==> config.mk <==
export PLATFORM = sky130hd
export DESIGN_NAME = eqmap_seg_mapper
export DESIGN_NICKNAME = d
export VERILOG_FILES = /design/src/rtl/eqmap_pkg.sv /design/src/rtl/eqmap_tap_align.sv /design/src/rtl/eqmap_alloc_cfg.sv /design/src/rtl/eqmap_seg_slice.sv /design/src/rtl/eqmap_seg_mapper.sv
export SDC_FILE = /design/constraint.sdc
export NUM_CORES = 1
export LEC_CHECK = 0
export ABC_AREA = 0
export BUFFER_PORTS_ARGS = -buffer_cell sky130_fd_sc_hd__buf_2
export CORE_MARGIN = 5
export CORE_UTILIZATION = 40
export CTS_BUF_LIST = sky130_fd_sc_hd__clkbuf_16
export CTS_CLUSTER_SIZE = 16
export DETAILED_ROUTE_END_ITERATION = 12
export GPL_TIMING_DRIVEN = 0
export HOLD_SLACK_MARGIN = 0.1
export PLACE_DENSITY_LB_ADDON = 0.1
export SLEW_MARGIN = 30
export SYNTH_ARGS = -nofsm -noshare
export SYNTH_HDL_FRONTEND = slang
export SYNTH_SLANG_ARGS = --single-unit
export TNS_END_PERCENT = 100
==> constraint.sdc <==
create_clock -name clk -period 4.6 [get_ports clk]
set_clock_uncertainty 0.15 [all_clocks]
set_input_delay 0.46 -clock clk [delete_from_list [all_inputs] [get_ports clk]]
set_output_delay 0.46 -clock clk [all_outputs]
set_load 0.05 [all_outputs]
==> src/rtl/eqmap_pkg.sv <==
package eqmap_pkg;

  typedef enum logic [1:0] {
    ROLE_IDLE = 2'd0,
    ROLE_MAIN = 2'd1,
    ROLE_PRE  = 2'd2,
    ROLE_POST = 2'd3
  } seg_role_e;

  typedef struct packed {
    logic odd;
    logic even;
  } lane_pair_t;

  typedef struct packed {
    lane_pair_t pre;
    lane_pair_t main;
    lane_pair_t post;
  } tap_set_t;

endpackage

==> src/rtl/eqmap_tap_align.sv <==
module eqmap_tap_align
  import eqmap_pkg::*;
(
  input  logic       clk,
  input  logic       rst_n,
  input  logic [1:0] word_i,
  output tap_set_t   taps_nxt_o,
  output tap_set_t   taps_q_o
);

  logic     cur_q, cur_d_unused;
  logic [1:0] cur_word_q;
  logic     prv_odd_q;
  tap_set_t taps_d;
  tap_set_t taps_q;
  logic     primed_q;

  assign cur_q        = cur_word_q[0];
  assign cur_d_unused = 1'b0;

  // next-state: serial order is even then odd within a word
  always_comb begin
    taps_d.main.even = cur_word_q[0];
    taps_d.main.odd  = cur_word_q[1];
    taps_d.pre.even  = cur_word_q[1];
    taps_d.pre.odd   = word_i[0];
    taps_d.post.even = prv_odd_q;
    taps_d.post.odd  = cur_q;
  end

  always_ff @(posedge clk or negedge rst_n) begin
    if (!rst_n) begin
      cur_word_q <= 2'b00;
      prv_odd_q  <= 1'b0;
      taps_q     <= '0;
      primed_q   <= 1'b0;
    end else begin
      cur_word_q <= word_i;
      prv_odd_q  <= cur_word_q[1];
      taps_q     <= taps_d;
      primed_q   <= 1'b1;
    end
  end

  assign taps_nxt_o = taps_d;
  assign taps_q_o   = taps_q;

  // next serial bit of the odd lane becomes the next main even bit
  p_pre_feeds_main_r2: assert property (@(posedge clk) disable iff (!rst_n)
    primed_q |=> (taps_q.main.even == $past(taps_q.pre.odd)));

  // current odd main bit becomes the next even post bit
  p_main_feeds_post_r2: assert property (@(posedge clk) disable iff (!rst_n)
    primed_q |=> (taps_q.post.even == $past(taps_q.main.odd)));

  // main pair follows the input word with one cycle of delay
  p_main_tracks_input_r2: assert property (@(posedge clk) disable iff (!rst_n)
    primed_q |=> ##1 (taps_q.main == $past(word_i, 2)));

endmodule

==> src/rtl/eqmap_alloc_cfg.sv <==
module eqmap_alloc_cfg #(
  parameter int NSEG = 24,
  parameter int CW   = $clog2(NSEG + 1)
) (
  input  logic          clk,
  input  logic          rst_n,
  input  logic          cfg_wr_i,
  input  logic [CW-1:0] cfg_pre_i,
  input  logic [CW-1:0] cfg_main_i,
  input  logic [CW-1:0] cfg_post_i,
  output logic [CW-1:0] bnd_main_o,
  output logic [CW-1:0] bnd_pre_o,
  output logic [CW-1:0] bnd_post_o
);

  localparam int SW = CW + 2;
  localparam logic [SW-1:0] LIMIT = SW'(NSEG);

  logic [SW-1:0] req_sum;
  logic          req_legal;
  logic          load_en;
  logic [CW-1:0] bnd_main_d, bnd_pre_d, bnd_post_d;
  logic [CW-1:0] bnd_main_q, bnd_pre_q, bnd_post_q;

  always_comb begin
    req_sum    = SW'(cfg_pre_i) + SW'(cfg_main_i) + SW'(cfg_post_i);
    req_legal  = (req_sum <= LIMIT);
    load_en    = cfg_wr_i & req_legal;
    bnd_main_d = cfg_main_i;
    bnd_pre_d  = CW'(SW'(cfg_main_i) + SW'(cfg_pre_i));
    bnd_post_d = CW'(req_sum);
  end

  always_ff @(posedge clk or negedge rst_n) begin
    if (!rst_n) begin
      bnd_main_q <= CW'(NSEG);
      bnd_pre_q  <= CW'(NSEG);
      bnd_post_q <= CW'(NSEG);
    end else if (load_en) begin
      bnd_main_q <= bnd_main_d;
      bnd_pre_q  <= bnd_pre_d;
      bnd_post_q <= bnd_post_d;
    end
  end

  assign bnd_main_o = bnd_main_q;
  assign bnd_pre_o  = bnd_pre_q;
  assign bnd_post_o = bnd_post_q;

  // held boundaries stay ordered and within the slice count
  p_bounds_legal_r7: assert property (@(posedge clk) disable iff (!rst_n)
    (bnd_main_q <= bnd_pre_q) && (bnd_pre_q <= bnd_post_q) &&
    (SW'(bnd_post_q) <= LIMIT));

  // an oversized request leaves the allocation untouched
  p_reject_holds_r7: assert property (@(posedge clk) disable iff (!rst_n)
    (cfg_wr_i && (SW'(cfg_pre_i) + SW'(cfg_main_i) + SW'(cfg_post_i) > LIMIT))
      |=> ($stable(bnd_main_q) && $stable(bnd_pre_q) && $stable(bnd_post_q)));

  // a legal request is visible after the sampling edge
  p_accept_lands_r8: assert property (@(posedge clk) disable iff (!rst_n)
    (cfg_wr_i && (SW'(cfg_pre_i) + SW'(cfg_main_i) + SW'(cfg_post_i) <= LIMIT))
      |=> (bnd_main_q == $past(cfg_main_i)));

endmodule

==> src/rtl/eqmap_seg_slice.sv <==
module eqmap_seg_slice
  import eqmap_pkg::*;
#(
  parameter int IDX = 0,
  parameter int CW  = 5
) (
  input  logic          clk,
  input  logic          rst_n,
  input  logic [CW-1:0] bnd_main_i,
  input  logic [CW-1:0] bnd_pre_i,
  input  logic [CW-1:0] bnd_post_i,
  input  tap_set_t      taps_i,
  output logic [1:0]    pu_n_o,
  output logic [1:0]    pd_o
);

  localparam logic [CW-1:0] IDX_V = CW'(IDX);

  seg_role_e  role_d;
  logic       sel_d;
  lane_pair_t bit_d;
  logic [1:0] pu_n_d, pd_d;
  logic [1:0] pu_n_q, pd_q;

  always_comb begin
    if (IDX_V < bnd_main_i)      role_d = ROLE_MAIN;
    else if (IDX_V < bnd_pre_i)  role_d = ROLE_PRE;
    else if (IDX_V < bnd_post_i) role_d = ROLE_POST;
    else                         role_d = ROLE_IDLE;
  end

  always_comb begin
    sel_d = (role_d != ROLE_IDLE);
    unique case (role_d)
      ROLE_MAIN: bit_d = taps_i.main;
      ROLE_PRE:  bit_d = ~taps_i.pre;
      ROLE_POST: bit_d = ~taps_i.post;
      default:   bit_d = '0;
    endcase
    // first-stage gating: NAND for pull-up, NOR for pull-down
    pu_n_d = ~({sel_d, sel_d} & {bit_d.odd, bit_d.even});
    pd_d   = ~({~sel_d, ~sel_d} | {bit_d.odd, bit_d.even});
  end

  always_ff @(posedge clk or negedge rst_n) begin
    if (!rst_n) begin
      pu_n_q <= 2'b11;
      pd_q   <= 2'b00;
    end else begin
      pu_n_q <= pu_n_d;
      pd_q   <= pd_d;
    end
  end

  assign pu_n_o = pu_n_q;
  assign pd_o   = pd_q;

  // never both branches on for a lane
  p_no_overlap_r6: assert property (@(posedge clk) disable iff (!rst_n)
    ((~pu_n_q) & pd_q) == 2'b00);

  // an idle slice goes quiet at the next edge
  p_idle_quiet_r5: assert property (@(posedge clk) disable iff (!rst_n)
    (role_d == ROLE_IDLE) |=> (pu_n_q == 2'b11 && pd_q == 2'b00));

  // a selected slice always drives exactly one branch per lane
  p_active_drives_r4: assert property (@(posedge clk) disable iff (!rst_n)
    (role_d != ROLE_IDLE) |=> ((~pu_n_q) ^ pd_q) == 2'b11);

endmodule

==> src/rtl/eqmap_seg_mapper.sv <==
module eqmap_seg_mapper
  import eqmap_pkg::*;
#(
  parameter int NSEG = 24,
  parameter int CW   = $clog2(NSEG + 1)
) (
  input  logic            clk,
  input  logic            rst_n,
  input  logic [1:0]      word_i,
  input  logic            cfg_wr_i,
  input  logic [CW-1:0]   cfg_pre_i,
  input  logic [CW-1:0]   cfg_main_i,
  input  logic [CW-1:0]   cfg_post_i,
  output logic [1:0]      tap_pre_o,
  output logic [1:0]      tap_main_o,
  output logic [1:0]      tap_post_o,
  output logic [NSEG-1:0] pu_n_even_o,
  output logic [NSEG-1:0] pu_n_odd_o,
  output logic [NSEG-1:0] pd_even_o,
  output logic [NSEG-1:0] pd_odd_o
);

  tap_set_t      taps_nxt;
  tap_set_t      taps_q;
  logic [CW-1:0] bnd_main, bnd_pre, bnd_post;

  eqmap_tap_align u_align (
    .clk        (clk),
    .rst_n      (rst_n),
    .word_i     (word_i),
    .taps_nxt_o (taps_nxt),
    .taps_q_o   (taps_q)
  );

  eqmap_alloc_cfg #(.NSEG(NSEG), .CW(CW)) u_cfg (
    .clk        (clk),
    .rst_n      (rst_n),
    .cfg_wr_i   (cfg_wr_i),
    .cfg_pre_i  (cfg_pre_i),
    .cfg_main_i (cfg_main_i),
    .cfg_post_i (cfg_post_i),
    .bnd_main_o (bnd_main),
    .bnd_pre_o  (bnd_pre),
    .bnd_post_o (bnd_post)
  );

  for (genvar g = 0; g < NSEG; g++) begin : g_slice
    logic [1:0] pu_n_s, pd_s;
    eqmap_seg_slice #(.IDX(g), .CW(CW)) u_slice (
      .clk        (clk),
      .rst_n      (rst_n),
      .bnd_main_i (bnd_main),
      .bnd_pre_i  (bnd_pre),
      .bnd_post_i (bnd_post),
      .taps_i     (taps_nxt),
      .pu_n_o     (pu_n_s),
      .pd_o       (pd_s)
    );
    assign pu_n_even_o[g] = pu_n_s[0];
    assign pu_n_odd_o[g]  = pu_n_s[1];
    assign pd_even_o[g]   = pd_s[0];
    assign pd_odd_o[g]    = pd_s[1];
  end

  assign tap_pre_o  = taps_q.pre;
  assign tap_main_o = taps_q.main;
  assign tap_post_o = taps_q.post;

  // no lane of any slice drives both branches
  p_array_no_overlap_r6: assert property (@(posedge clk) disable iff (!rst_n)
    (((~pu_n_even_o) & pd_even_o) == '0) && (((~pu_n_odd_o) & pd_odd_o) == '0));

endmodule

Yosys cells after proc, flatten, opt, wreduce, memory -nomap -nowiden --
Index checks and enable logic that the tools add are counted.
Operators by class: $lt $le $gt $ge 73, muxes and demuxes 96, reduce and logical (&&, ||, !) cells 24, equality and inequality tests 72, shift-type cells 0, div/mod/pow operators 0, multiply operators 0, bitwise gates (word level) 123, $add $sub $neg 2
Operators with widths (number):
- $mux W2 | 72
- $pmux W2 S3 | 24
- $lt A4 B5 Y1 const A | 24
- $lt A5 B5 Y1 const A | 24
- $not A2 Y2 | 50
- $eq A2 B2 Y1 const B | 48
- $lt A3 B5 Y1 const A | 12
- $and A2 B2 Y2 | 24
- $eq A2 B1 Y1 const B | 24
- $or A2 B2 Y2 | 24
- $reduce_bool A2 Y1 | 24
- $lt A1 B5 Y1 const A | 6
- $lt A2 B5 Y1 const A | 6
- $not A1 Y1 | 24
- $add A6 B5 Y7 | 1
- $le A7 B5 Y1 const B | 1
- $add A5 B5 Y6 | 1
- $and A1 B1 Y1 | 1
Storage, ports and cells: bits in latches 0, bits in registers 117, memory bits (writable) 0, input port bits 20, bits in read-only memories 0, memories kept 0

Logic depth before layout (Yosys ltp) --
word-level depth 8, mapped depth 13, mapped depth without buffers 12

Modules after synthesis --
Synthesis repeated with hierarchy kept, for this count alone.
Second synthesis, totals: cells, all modules 673, area, all modules 7021.7 um^2
By module, submodules not included:
- eqmap_alloc_cfg | area each 1031.0 um^2, cells an instance 80, sequential area each 382.9 um^2, instances 1
- eqmap_seg_slice at g_slice[17].u_slice ... | area each 229.0 um^2, cells an instance 22, sequential area each 102.6 um^2, instances 2
- eqmap_seg_slice at g_slice[15].u_slice ... | area each 198.9 um^2, cells an instance 18, sequential area each 102.6 um^2, instances 2
- eqmap_seg_slice at g_slice[12].u_slice | area each 292.8 um^2, cells an instance 31, sequential area each 102.6 um^2, instances 1
- eqmap_seg_slice at g_slice[2].u_slice | area each 275.3 um^2, cells an instance 23, sequential area each 102.6 um^2, instances 1
- eqmap_seg_slice at g_slice[20].u_slice | area each 274.0 um^2, cells an instance 25, sequential area each 102.6 um^2, instances 1
- eqmap_seg_slice at g_slice[18].u_slice | area each 267.8 um^2, cells an instance 28, sequential area each 102.6 um^2, instances 1
- eqmap_seg_slice at g_slice[22].u_slice | area each 266.5 um^2, cells an instance 28, sequential area each 102.6 um^2, instances 1
- eqmap_seg_slice at g_slice[21].u_slice | area each 261.5 um^2, cells an instance 28, sequential area each 102.6 um^2, instances 1
- eqmap_seg_slice at g_slice[9].u_slice | area each 261.5 um^2, cells an instance 29, sequential area each 102.6 um^2, instances 1
- eqmap_seg_slice at g_slice[13].u_slice | area each 260.2 um^2, cells an instance 26, sequential area each 102.6 um^2, instances 1
- eqmap_seg_slice at g_slice[10].u_slice | area each 259.0 um^2, cells an instance 29, sequential area each 102.6 um^2, instances 1
- eqmap_seg_slice at g_slice[14].u_slice | area each 250.2 um^2, cells an instance 23, sequential area each 102.6 um^2, instances 1
- eqmap_seg_slice at g_slice[6].u_slice | area each 247.7 um^2, cells an instance 23, sequential area each 102.6 um^2, instances 1
- +10 rows

Worst setup path after synthesis --
No wires, ideal clock.
kind input port to flip-flop, start in cfg_pre_i[0], end reg u_cfg.bnd_post_q[0], in the netlist u_cfg.bnd_post_o[0], arrival 2.825 ns, library setup time 0.125 ns, slack 1.500 ns, cell stages on the path 11, path buffers 1, required time 4.325 ns, cells stage by stage ha_1 > fa_1 > a21o_1 > a21oi_1 > xnor2_1 > ha_1 > a21boi_0 > xnor2_1 > nand3_2 > buf_6 > mux2_4
Between the ends: word-level cells in the longest chain between the ends 4
RTL lines:
- from (decl) | line eqmap_seg_mapper.sv:11 | input logic [CW-1:0] cfg_pre_i,
- $add A5 B5 Y6
- via u_cfg.bnd_pre_d[4] | line eqmap_alloc_cfg.sv:22 | logic [CW-1:0] bnd_main_d, bnd_pre_d, bnd_post_d;
- $add A6 B5 Y7 | line eqmap_alloc_cfg.sv:26 | req_sum = SW'(cfg_pre_i) + SW'(cfg_main_i) + SW'(cfg_post_i);
- $le A7 B5 Y1 | line eqmap_alloc_cfg.sv:27 | req_legal = (req_sum <= LIMIT);
- $and A1 B1 Y1 | line eqmap_alloc_cfg.sv:28 | load_en = cfg_wr_i & req_legal;
- to (signal assigned) | line eqmap_alloc_cfg.sv:38 | bnd_post_q <= CW'(NSEG);
- to (signal assigned) | line eqmap_alloc_cfg.sv:42 | bnd_post_q <= bnd_post_d;
- to (decl) | line eqmap_alloc_cfg.sv:23 | logic [CW-1:0] bnd_main_q, bnd_pre_q, bnd_post_q;
The timed path passes the listed nets, and every way through them passes these cells. A chain may end at the register's enable or synchronous reset.

Worst setup path in the final report --
start in cfg_pre_i[1], end reg u_cfg.bnd_pre_q[1], in the netlist u_cfg.bnd_pre_o[1]
Between the ends: word-level cells in the longest chain between the ends 4
RTL lines:
- $add A5 B5 Y6 | line eqmap_alloc_cfg.sv:30 | bnd_pre_d = CW'(SW'(cfg_main_i) + SW'(cfg_pre_i));
- via u_cfg.bnd_pre_d[3] | line eqmap_alloc_cfg.sv:22
- $add A6 B5 Y7 | line eqmap_alloc_cfg.sv:26
- $le A7 B5 Y1 | line eqmap_alloc_cfg.sv:27
- $and A1 B1 Y1 | line eqmap_alloc_cfg.sv:28
- to (signal assigned) | line eqmap_alloc_cfg.sv:37 | bnd_pre_q <= CW'(NSEG);
- to (signal assigned) | line eqmap_alloc_cfg.sv:41 | bnd_pre_q <= bnd_pre_d;
- to (decl) | line eqmap_alloc_cfg.sv:23
The timed path passes the listed nets, and every way through them passes these cells.

==> run_results.csv <==
group,metric,value,unit
run_status,status,"complete, no violations",
yosys,ys.flop_type,"dfrtp_1",
timing,drv_slew,0,
timing,finalHoldViolations,0,
detailed_routing,drc,0,
timing,rsz0062_at_grt,"false",
clocking,cts_resized,0,
finish,drive_above_1_share,0.322,
yosys,ys_warn_count,0,
yosys,synth_top_family_by_area,"compound AO/OA/AOI/OAI gates",
yosys,yosysSeqAreaShare,0.485,
yosys,syn_area,6120,µm²
timing,finalCritPeriodShare,0.713,
run,maxCapViolCount,0,
setup_path,critPathLaunchType,"input pin",
setup_path,critPathRequiredTime,4.75,ns
timing,worstMarginPinSlew,0.889,ns
die,die_height,134,µm
clocking,cts_max_path_buffers,2,
setup_path,critPathTopFamily,"compound AO/OA/AOI/OAI gates",
die,start_util,0.406,
placement,gp_congestion,0.921,
yosys,synth_compound_area_frac,0.247,
clocking,cts_max_level,4,
placement,dp_hpwl,16.1,mm
placement,port-buffer-count,121,
setup_path,r2r_start,"u_cfg.bnd_post_o[4]",
finish,final_common_cell,"buf_2",
yosys,synth_edf_count,0,
timing,min_period,3.28,ns
global_route,grt_pass1_wl,33.6,mm
clocking,cts_root_buf,"clkbuf_16",
setup_path,criticalPathCategory,"input pin to flip-flop",
global_route,grtUsageTotal,0.251,
die,die_w,134,µm
setup_path,cp_common_cell,"a21oi_1",
die,pin_count,122,
yosys,synth_fa_ha_area_frac,0.0290,
die,die_area,17900,µm²
detailed_routing,drt_iter0_markers,662,
detailed_routing,ant_nets,0,
finish,fin_nets,778,
global_route,grt_overflow,0,
setup_path,cp.arrival,3.43,ns
yosys,yosys.area_share.xor_xnor,0.0100,
yosys,synthSimpleGateAreaFrac,0.0981,
finish,antenna_cells,0,
clocking,cts.clk_slew.worst_paths,0.05,ns
finish,area_growth,24.1,%
timing,setup_viol,0,
finish,finalCoreUtilization,0.504,
finish,layout_common_cells,"buf_2 (124), dfrtp_1 (62), a21oi_1 (56)",
yosys,syn_inst,601,
yosys,ys_async_sr_fraction,1.00,
timing,max_freq,305,MHz
setup_path,critPathLaunch,"cfg_pre_i[1]",
timing,holdWs,0.142,ns
setup_path,cpPeakStageDelay,0.34,ns
clocking,cts_tree,"yes",
detailed_routing,vias,5616,
global_route,grt_pass1_vias,5679,
setup_path,cp_slowest_cell,"ha_1",
setup_path,path_cells,"buf_2, ha_1, a21oi_1, inv_1, a21oi_1, xnor2_1, ha_1, a21oi_1, nand2_1, xor2_1, o311ai_0, nand3_2, buf_6, mux2_4",
detailed_routing,wirelength,22.5,mm
yosys,ys_types,50,
yosys,yosys_register_bits,116,
detailed_routing,routed_via_density,5.94,
clocking,cts.sinks,116,
global_route,antenna_found_initial,0,
setup_path,worstPathMaxFanout,10,
hold_path,min_path_type,"input pin to flip-flop",
setup_path,worstSetupPathDepth,14,
detailed_routing,dr.pass1.iters,6,
global_route,grt_max_degree,65,
yosys,syn_nets,634,
clocking,clock_latency,0.42,ns
hold_path,whs_path_depth,2,
setup_path,ff2ff_path_depth,6,
die,core-area,15100,µm²
yosys,muxShareOfSynthArea,0.0778,
timing,setup_tns,0,ns
detailed_routing,wire_per_inst,23.8,µm
setup_path,end_kind,"flip-flop",
hold_path,min-delay-start,"cfg_main_i[4]",
timing,max_slew_margin,0.405,
die,num_rows,45,
clocking,cts_made_buffers,17,
yosys,syn_avg_cell_area,10.2,µm²
setup_path,critPathBufInv,3,
==> per-layer routing <==
layer	track usage	up-vias	part of all wire
li1	-	2515	-
met1	0.329	2718	0.42
met2	0.404	333	0.47
met3	0.0650	50	0.085
met4	0.0874	0	0.021
met5	0	-	0
==> cells in the mapped netlist, types with 3 or more instances <==
cell type / instances / area [µm²]
dfrtp_1: 62 / 1550
a21oi_1: 56 / 280
dfstp_2: 54 / 1420
o21ai_0: 47 / 235
clkbuf_1: 39 / 146
nand2_1: 35 / 131
nor2_1: 35 / 131
o22ai_1: 32 / 200
a221oi_1: 28 / 245
mux2i_1: 27 / 270
o221ai_1: 16 / 140
nand2b_1: 12 / 75.1
ha_1: 11 / 138
a21o_1: 10 / 75.1
mux2_4: 10 / 150
o21a_1: 10 / 75.1
a22oi_1: 9 / 67.6
and2_1: 8 / 50.1
nand3_1: 8 / 40.0
buf_6: 7 / 78.8
or2_2: 7 / 43.8
inv_1: 6 / 22.5
nor2b_1: 6 / 37.5
mux2_2: 5 / 56.3
nor3_1: 5 / 25.0
a22o_1: 4 / 35.0
and3_1: 4 / 25.0
buf_2: 4 / 20.0
buf_4: 4 / 30.0
or3_1: 4 / 25.0
xnor2_1: 4 / 35.0
a21boi_0: 3 / 22.5
buf_1: 3 / 11.3
o21ai_1: 3 / 15.0
xor2_1: 3 / 26.3
==> cell families (layout without fill, tap and decap cells) <==
family / Yosys count / count (layout)
xor+xnor: 7 / 7
compound gates: 232 / 232
simple gates: 126 / 126
flops: 116 / 116
buf+inv: 65 / 222
mux: 42 / 42
fa+ha+maj: 13 / 13
==> path summary, 6_finish.rpt <==
path                                            endpoint  slack (ns)
max                                   u_cfg.bnd_pre_o[1]        1.32
max reg2reg                g_slice[18].u_slice.pu_n_o[1]        2.13
min                                  u_cfg.bnd_main_o[4]        0.14
max in group asynchronous  g_slice[22].u_slice.pu_n_o[0]        3.18
min reg2reg                          u_align.taps_q_o[1]        0.25
min in group asynchronous    g_slice[15].u_slice.pd_o[0]        0.40
==> state kept, by name (all words and copies together), names as in the netlist <==
| name | cells |
|---|---|
| g_slice.u_slice.pd_o | 48 |
| g_slice.u_slice.pu_n_o | 48 |
| u_cfg.bnd_main_o | 5 |
| u_cfg.bnd_post_o | 5 |
| u_cfg.bnd_pre_o | 5 |
| u_align.cur_word_q | 2 |
| u_align.taps_q_o | 2 |
| u_align.prv_odd_q | 1 |
==> layout make-up <==
class,instances,area [µm²]
inverters,7,26.3
clock buffers,17,425
repair buffers,125,669
plain buffers,58,299
fillers,1413,7490
flip-flops and latches,116,2970
clock inverters,15,149
well taps,188,235
multi-input cells,420,2830
==> metrics by stage <==
step,instances,cell area (µm²),setup WS [ns]
after floorplan,601,6120,1.50
after global placement,910,6970,0.911
final,946,7600,1.32
after global routing,946,7600,1.10
after CTS,946,7600,1.27
after detailed placement,911,7000,0.832
==> timing repair <==
item                                    4_1_cts  5_1_grt
endpoints found under the hold margin        27        0
endpoints found under the setup margin        0        0
buffers inserted                              0        0
hold buffers                                  3        0
Power is left out: the tool's default activity adds up to more than one toggle a clock period on the data nets, which glitch-free logic cannot reach.
